<file path="config.mk">
export PLATFORM = sky130hd
export DESIGN_NAME = lut_tile
export DESIGN_NICKNAME = d
export VERILOG_FILES = /design/src/rtl/lut_tile_pkg.sv /design/src/rtl/lut_tile_cfg.sv /design/src/rtl/lut_fgen.sv /design/src/rtl/lut_hgen.sv /design/src/rtl/lut_outreg.sv /design/src/rtl/lut_tile.sv
export SDC_FILE = /design/constraint.sdc
export NUM_CORES = 1
export LEC_CHECK = 0
export BUFFER_PORTS_ARGS = -buffer_cell sky130_fd_sc_hd__buf_2
export CORE_UTILIZATION = 40
export CTS_CLUSTER_DIAMETER = 30
export DETAILED_ROUTE_END_ITERATION = 16
export GPL_ROUTABILITY_DRIVEN = 1
export PLACE_DENSITY_LB_ADDON = 0.3
export SETUP_SLACK_MARGIN = 0.5
export SLEW_MARGIN = 15
export SYNTH_ARGS = -nofsm -noshare
export SYNTH_HDL_FRONTEND = slang
export SYNTH_SLANG_ARGS = --single-unit
</file>
<file path="constraint.sdc">
create_clock -name clk -period 4.36 [get_ports clk]
set_clock_uncertainty 0.1 [all_clocks]
set_input_delay 1.09 -clock clk [delete_from_list [all_inputs] [get_ports clk]]
set_output_delay 1.09 -clock clk [all_outputs]
set_load 0.005 [all_outputs]
</file>
<file path="src/rtl/lut_tile_pkg.sv">
// Shared constants and the mode-bit layout of the logic tile.
// Assumes the H generator always has three inputs (F, G, extra pin).
package lut_tile_pkg;
    localparam int H_IN   = 3;
    localparam int H_TAB  = 1 << H_IN;
    localparam int MODE_W = 7;

    // Field order fixes the serial bit order: ram_en is mode bit 0.
    typedef struct packed {
        logic y_reg;
        logic x_reg;
        logic y_src_h;
        logic x_src_h;
        logic carry_en;
        logic ram_wide;
        logic ram_en;
    } mode_t;
endpackage

</file>
<file path="src/rtl/lut_tile_cfg.sv">
// Configuration chain holding the F, G and H tables and the mode bits.
// Shifts serially under cfg_en; outside configuration, single-bit memory
// writes land in the F or G table slice. Assumes writes are pre-qualified.
module lut_tile_cfg
    import lut_tile_pkg::*;
#(
    parameter int LUT_IN = 4
) (
    input  logic              clk,
    input  logic              rst_n,
    input  logic              cfg_en,
    input  logic              cfg_din,
    input  logic              wr_f,
    input  logic              wr_g,
    input  logic [LUT_IN-1:0] wr_addr,
    input  logic              wr_bit_f,
    input  logic              wr_bit_g,
    output logic [(1<<LUT_IN)-1:0] f_tab,
    output logic [(1<<LUT_IN)-1:0] g_tab,
    output logic [H_TAB-1:0]  h_tab,
    output mode_t             mode
);
    localparam int TAB   = 1 << LUT_IN;
    localparam int CHAIN = 2 * TAB + H_TAB + MODE_W;

    logic [CHAIN-1:0] chain_q;

    // Shift configuration in at the top, or apply a memory write.
    always_ff @(posedge clk) begin
        if (!rst_n) begin
            chain_q <= '0;
        end else if (cfg_en) begin
            chain_q <= {cfg_din, chain_q[CHAIN-1:1]};
        end else begin
            if (wr_f) chain_q[int'(wr_addr)] <= wr_bit_f;
            if (wr_g) chain_q[TAB + int'(wr_addr)] <= wr_bit_g;
        end
    end

    assign f_tab = chain_q[TAB-1:0];
    assign g_tab = chain_q[2*TAB-1:TAB];
    assign h_tab = chain_q[2*TAB+H_TAB-1:2*TAB];
    assign mode  = mode_t'(chain_q[CHAIN-1:CHAIN-MODE_W]);
endmodule

</file>
<file path="src/rtl/lut_fgen.sv">
// One 4-input function generator with its dedicated carry stage.
// With carry_use set, the top index bit is replaced by the carry input.
// Assumes LUT_IN >= 3 so pins 0 and 1 are free for the carry operands.
module lut_fgen #(
    parameter int LUT_IN = 4
) (
    input  logic [(1<<LUT_IN)-1:0] tab,
    input  logic [LUT_IN-1:0]      pins,
    input  logic                   carry_use,
    input  logic                   cin,
    output logic                   o,
    output logic                   cout
);
    logic [LUT_IN-1:0] idx;

    // Form the table index, swapping in the carry when chaining.
    always_comb begin
        idx = pins;
        if (carry_use) idx[LUT_IN-1] = cin;
    end

    assign o    = tab[idx];
    assign cout = (pins[0] & pins[1]) | (cin & (pins[0] ^ pins[1]));
endmodule

</file>
<file path="src/rtl/lut_hgen.sv">
// Three-input H generator combining F, G and an extra pin.
// In wide-memory mode it becomes a plain 2:1 mux (extra pin selects G).
module lut_hgen
    import lut_tile_pkg::*;
(
    input  logic [H_TAB-1:0] tab,
    input  logic             f,
    input  logic             g,
    input  logic             x,
    input  logic             as_mux,
    output logic             o
);
    // Table lookup or fixed multiplexer.
    always_comb begin
        if (as_mux) o = x ? g : f;
        else        o = tab[{x, g, f}];
    end
endmodule

</file>
<file path="src/rtl/lut_outreg.sv">
// Two output paths, each with a flip-flop (sync reset, clock enable,
// cleared during configuration) and a registered/combinational select.
module lut_outreg #(
    parameter int PATHS = 2
) (
    input  logic             clk,
    input  logic             rst_n,
    input  logic             cfg_en,
    input  logic             ce,
    input  logic [PATHS-1:0] d,
    input  logic [PATHS-1:0] reg_sel,
    output logic [PATHS-1:0] q,
    output logic [PATHS-1:0] o
);
    for (genvar p = 0; p < PATHS; p++) begin : g_path
        // Path flip-flop.
        always_ff @(posedge clk) begin
            if (!rst_n || cfg_en) q[p] <= 1'b0;
            else if (ce)          q[p] <= d[p];
        end
        // Visible path output.
        assign o[p] = cfg_en ? 1'b0 : (reg_sel[p] ? q[p] : d[p]);
    end
endmodule

</file>
<file path="src/rtl/lut_tile.sv">
// Configurable logic tile: F and G generators, H combiner, carry path,
// distributed-memory mode and two output paths. Configuration enters
// serially; memory writes need we and ce and are ignored while cfg_en.
module lut_tile
    import lut_tile_pkg::*;
#(
    parameter int LUT_IN = 4
) (
    input  logic              clk,
    input  logic              rst_n,
    input  logic              cfg_en,
    input  logic              cfg_din,
    input  logic [LUT_IN-1:0] f_in,
    input  logic [LUT_IN-1:0] g_in,
    input  logic              h_in,
    input  logic              ce,
    input  logic              we,
    input  logic [1:0]        wdata,
    input  logic              cin,
    output logic              cout,
    output logic              x_o,
    output logic              y_o,
    output logic              xq,
    output logic              yq
);
    localparam int TAB = 1 << LUT_IN;

    logic [TAB-1:0]    f_tab, g_tab;
    logic [H_TAB-1:0]  h_tab;
    mode_t             mode;
    logic              we_act, wr_f, wr_g, wr_bit_g;
    logic [LUT_IN-1:0] g_pins;
    logic              carry_use, f_out, g_out, h_out, f_cout, g_cout;
    logic [1:0]        path_d, path_q, path_o, path_sel;

    // Memory write qualification and table steering.
    assign we_act   = we & ce & mode.ram_en & ~cfg_en;
    assign wr_f     = we_act & (~mode.ram_wide | ~h_in);
    assign wr_g     = we_act & (~mode.ram_wide | h_in);
    assign wr_bit_g = mode.ram_wide ? wdata[0] : wdata[1];

    lut_tile_cfg #(.LUT_IN(LUT_IN)) u_cfg (
        .clk(clk), .rst_n(rst_n), .cfg_en(cfg_en), .cfg_din(cfg_din),
        .wr_f(wr_f), .wr_g(wr_g), .wr_addr(f_in),
        .wr_bit_f(wdata[0]), .wr_bit_g(wr_bit_g),
        .f_tab(f_tab), .g_tab(g_tab), .h_tab(h_tab), .mode(mode)
    );

    // In memory mode both tables share the F address pins.
    assign g_pins    = mode.ram_en ? f_in : g_in;
    assign carry_use = mode.carry_en & ~mode.ram_en;

    lut_fgen #(.LUT_IN(LUT_IN)) u_fgen (
        .tab(f_tab), .pins(f_in), .carry_use(carry_use), .cin(cin),
        .o(f_out), .cout(f_cout)
    );

    lut_fgen #(.LUT_IN(LUT_IN)) u_ggen (
        .tab(g_tab), .pins(g_pins), .carry_use(carry_use), .cin(f_cout),
        .o(g_out), .cout(g_cout)
    );

    lut_hgen u_hgen (
        .tab(h_tab), .f(f_out), .g(g_out), .x(h_in),
        .as_mux(mode.ram_en & mode.ram_wide), .o(h_out)
    );

    assign cout = carry_use & ~cfg_en & g_cout;

    // Output path sources and register selects.
    assign path_d   = {mode.y_src_h ? h_out : g_out, mode.x_src_h ? h_out : f_out};
    assign path_sel = {mode.y_reg, mode.x_reg};

    lut_outreg #(.PATHS(2)) u_out (
        .clk(clk), .rst_n(rst_n), .cfg_en(cfg_en), .ce(ce),
        .d(path_d), .reg_sel(path_sel), .q(path_q), .o(path_o)
    );

    assign x_o = path_o[0];
    assign y_o = path_o[1];
    assign xq  = path_q[0];
    assign yq  = path_q[1];
endmodule

</file>
# Word-level counts from Yosys, hierarchy flattened
# Cells that the tools add are included.
# word_totals
register_bits	49
latch_bits	0
mem_bits_rw	0
rom_bits	0
input_bits	18
out_inout_bits	5
wordCells	67
memories	0
# classes
add_sub_neg	1
n_mul	0
n_div	0
order_cmp	7
n_eq_ne	0
n_shift	0
n_mux	29
bitwise_logic	23
reduce_logical	4
# op_table
cell	count
$mux 47	5
$bwmux 47	2
$ge 32x1->1 const B	1
$lt 32x8->1 const B	1
$mux 1	16
$and 1x1->1	13
$lt 4x5->1 const B	2
$bmux 1 s4	2
$lt 4x7->1 const B	1
$add 5x4->6 const A	1
$demux 1 s6	1
$demux 1 s4	1
$ge 4x1->1 const B	1
$lt 3x4->1 const B	1
$mux 4	1
$not 1->1	4
$or 1x1->1	4
$bmux 1 s3	1
$logic_and 1x1->1	2
$xor 1x1->1	2
$logic_not 1->1	1
$logic_or 1x1->1	1

# Logic depth before layout (Yosys ltp)
# logic_depth
ltp_word	12
depth_mapped	10
ltp_nobuf	9

# Hierarchy
# A second synthesis with hierarchy kept.
# unflattened
hier_cells	320
area_unflattened_um2	3031.7
# modules_own_cells
module	n_inst	cells_per_inst	area_per_inst_um2	seq_area_each_um2
lut_tile_cfg	1	265	2333.5	940.9
lut_fgen	2	10	168.9	0.0
lut_tile	1	15	172.7	0.0
lut_outreg	1	11	101.3	40.0
lut_hgen	1	9	86.3	0.0

# Worst setup path before layout
# No wires, ideal clock.
# synth_timing
path_kind	in2out
startpoint	in f_in[0]
endpoint	out y_o
arrival_ps	2900
required_ps	3170
path_slack_ps	270
stages	8
n_path_buf	1
cell_sequence	buf_6 > mux4_1 > mux2i_1 > mux2i_2 > mux4_2 > mux2_4 > nand3_2 > a311oi_1
# synth_between
elab_chain_cells	12
elab_cells_between_ends	17
classes_between	13 x mux; 4 x bitwise
# synth_lines
item	line_no	text
from (decl)	lut_tile.sv:13	input logic [LUT_IN-1:0] f_in,
$xor 1x1->1	lut_fgen.sv:23	assign cout = (pins[0] & pins[1]) | (cin & (pins[0] ^ pins[1]));
$and 1x1->1	lut_fgen.sv:23	
$or 1x1->1	lut_fgen.sv:23	
$mux 1	lut_fgen.sv:19	if (carry_use) idx[LUT_IN-1] = cin;
$bmux 1 s4	lut_fgen.sv:22	assign o = tab[idx];
$mux 1 (not written as such)	lut_fgen.sv:22	
$bmux 1 s3	lut_hgen.sv:16	else o = tab[{x, g, f}];
$mux 1 (not written as such)	lut_hgen.sv:16	
$mux 1	lut_hgen.sv:15	if (as_mux) o = x ? g : f;
$mux 1 (*)	lut_tile.sv:71	assign path_d = {mode.y_src_h ? h_out : g_out, mode.x_src_h ? h_out : f_out};
$mux 1 (*) (2 in series)	lut_outreg.sv:22	assign o[p] = cfg_en ? 1'b0 : (reg_sel[p] ? q[p] : d[p]);
to (decl)	lut_tile.sv:22	output logic y_o,
# Every way passes the cells marked *; elsewhere a longest branch is shown, timed or not. The select of a mux whose other input is x is not followed.

# Final worst setup path
# Same ends and word-level chain as after synthesis.

==> reports/metrics.cfg <==
[cells_and_area]
layout-drive-gt1-share_pct=16.8
antenna_cells=0
area_delta_synth_final_pct=13.9
nNetsFinal=391
final_cell_mix=nand2_1, dfxtp_1, mux2i_1, o21ai_0, a21oi_1
layout_commonest_cell=nand2_1
nFillCells=696
fin_area_um2=3370
final-seq-area_um2=982
multiInputGateArea_um2=1900

[placement]
io_buffer_count=22
dp_hpwl_um=5150
place_area_um2=3160
pre_cts_slack_ns=-0.133
place.gp.congestion=0.930

[route]
vias=2589
drc=0
drt_first_pass_iters=4
drt_iter0_drc=246
drt_wl_total_um=7160
ant_nets=0
vias_per_cell=5.57
wire_per_inst_um=15.4

[clock_tree]
clk_pin_slew_ns=0.09
cts_tree=done
clk_path_buf_depth=2
worstSkewPairLatency_ns=0.30
cts_buffers=5
h-tree-depth=2
cts.sinks=49
hold_buffers=0
root_buffer=clkbuf_8

[global_routing]
grt.overflow.total=0
grt_pass1_vias=2509
grt_pass1_wl_um=12000
grt_max_degree=49
grt_usage_pct=19.8
antenna_found_initial=0

[sta]
final-hold-violation-count=0
max_slew_margin_pct=47.9
finalSetupViolations=0
holdWs_ns=0.419
fin_crit_sh_pct=97.7
fmax_mhz=235
worst_pin_slew_ns=0.781
slew_violations=0
rsz0062_at_grt=true
period_needed_ns=4.26
fin_ws_ns=0.0998

[synth]
synth-seq-cells=49
async_flop_share_pct=0
netlist_instances=350
synth_edf_count=0
synth_top_area_share_pct=33.2
synth.area.top_cells=dfxtp_1, mux2i_1, nand2_1
yosysSeqAreaShare_pct=33.2
ys.warnings.count=0
ys.flop_type=dfxtp_1
yosys.area.top_type=dfxtp_1
syn-cell-area_um2=2960
syn-num-nets=373
avgSynthCellArea_um2=8.45
synth_cell_types=39

[setup_path]
path_buf_inv=2
cp_slowest_cell=mux4_2
crit_top_cell=mux4_2
cp_max_fo=7
r2r-start=u_cfg.chain_q[40]
cp_cell_sequence=buf_12 -> mux4_2 -> mux2i_1 -> mux2i_2 -> mux4_2 -> mux2_4 -> nand3_4 -> a311oi_2 -> buf_2
cp-start-kind=primary input
worstSetupEndpointType=output port
r2r_cells=9
crit_family=multiplexers
worstPathArrival_ns=3.07
slowest_delay_ns=0.50
ff2ff_setup_slack_ns=1.66
worstSetupPathType=in2out
cp.required_ns=3.17
r2r_end=u_out.q[1]

[die]
placementRows=30
die_area_um2=7750
initial_utilization_pct=42.4
chipWidth_um=88.0
core_um2=6980
die-height_um=88.0
io_pins=23

[hold_path]
hold_path_class=reg2reg
hold_depth=1
worstHoldStart=u_cfg.chain_q[15]
hold_end=u_cfg.chain_q[14]

[power]
power_density_nw_per_um2=282
peakVddDrop_v=0.000171
p_leak_nw=1.36

[job]
drv_cap=0

[status]
status=complete, no violations

-- sequential cells by signal, summed over array words and instances, names as in the netlist --
| name | count |
|---|---|
| u_cfg.chain_q | 47 |
| u_out.q | 2 |
-- power by group --
group,switching (W),internal (W),leakage [nW]
Clock,0.000158,0.000187,0.0574
Sequential,0.0000141,0.000461,0.400
Combinational,0.0000731,0.0000575,0.906
-- Yosys cell counts (2+ instances only) --
cell,instances
clkbuf_1,20
mux4_1,5
a211oi_1,11
ha_1,5
o21ai_0,34
a21o_1,2
nand2b_1,3
nor3_1,2
dfxtp_1,49
o211a_1,4
nand2_1,52
a22o_1,3
nand3_2,2
nor2b_1,25
nand3_1,7
nor2_1,10
mux2i_1,37
and2_1,16
o22ai_1,2
inv_1,5
a221oi_1,15
a21oi_1,24
-- through the flow --
step	power (W)	setup TNS (ns)	std cells	util (%)
6_report	0.000951	0	465	48.3
5_1_grt	0.000991	0	465	48.3
4_1_cts	0.000954	0	464	47.6
3_5_place_dp	0.000607	-0.239	454	45.3
3_3_place_gp	0.000605	-0.190	454	45.3
2_1_floorplan	0.000566	0	350	-
-- worst max-delay path by stage --
| stage | end | startpoint | cells after the start | slack [ns] |
|---|---|---|---|---|
| global route | y_o | f_in[0] | 9 | 0.01 |
| CTS | y_o | f_in[0] | 9 | 0.09 |
| finish | y_o | f_in[0] | 9 | 0.1 |
| global placement | x_o | f_in[0] | 11 | -0.1 |
| floorplan | y_o | f_in[0] | 8 | 0.31 |
| detailed placement | x_o | f_in[0] | 12 | -0.13 |
-- cell families after synthesis --
| family | count (synthesis) | synth area share, % |
|---|---|---|
| adders and majority gates | 5 | 2.11 |
| AOI/OAI and AO/OA | 100 | 21.5 |
| muxes | 46 | 19.1 |
| and+or+nand+nor | 120 | 20.0 |
| buffers and inverters | 30 | 4.10 |
| DFF | 49 | 33.2 |
-- layout make-up --
class	instances	area share, %
Clock buffer	6	2.45
Multi-Input combinational cell	271	56.4
Sequential cell	49	29.1
Inverter	7	0.780
Timing Repair Buffer	34	6.57
Clock inverter	2	1.11
Tap cell	96	3.56
-- timing repair --
| item | 4_1_cts | 5_1_grt |
|---|---|---|
| setup buffers | 2 | 1 |
| pin swaps | 0 | 2 |
| resized for setup | 9 | 9 |
| endpoints found under the setup margin | 3 | 2 |
-- per-layer routing --
metal | up-vias | part of all wire, % | track usage, % | wire (um)
li1 | 1301 | - | - | -
met1 | 1213 | 49 | 27.3 | 3480
met3 | 6 | 5.2 | 2.73 | 370
met5 | - | 0 | 0 | 0
met4 | 0 | 0.92 | 4.99 | 66
met2 | 69 | 45 | 32.6 | 3240
Power figures use the tool's default switching activity.
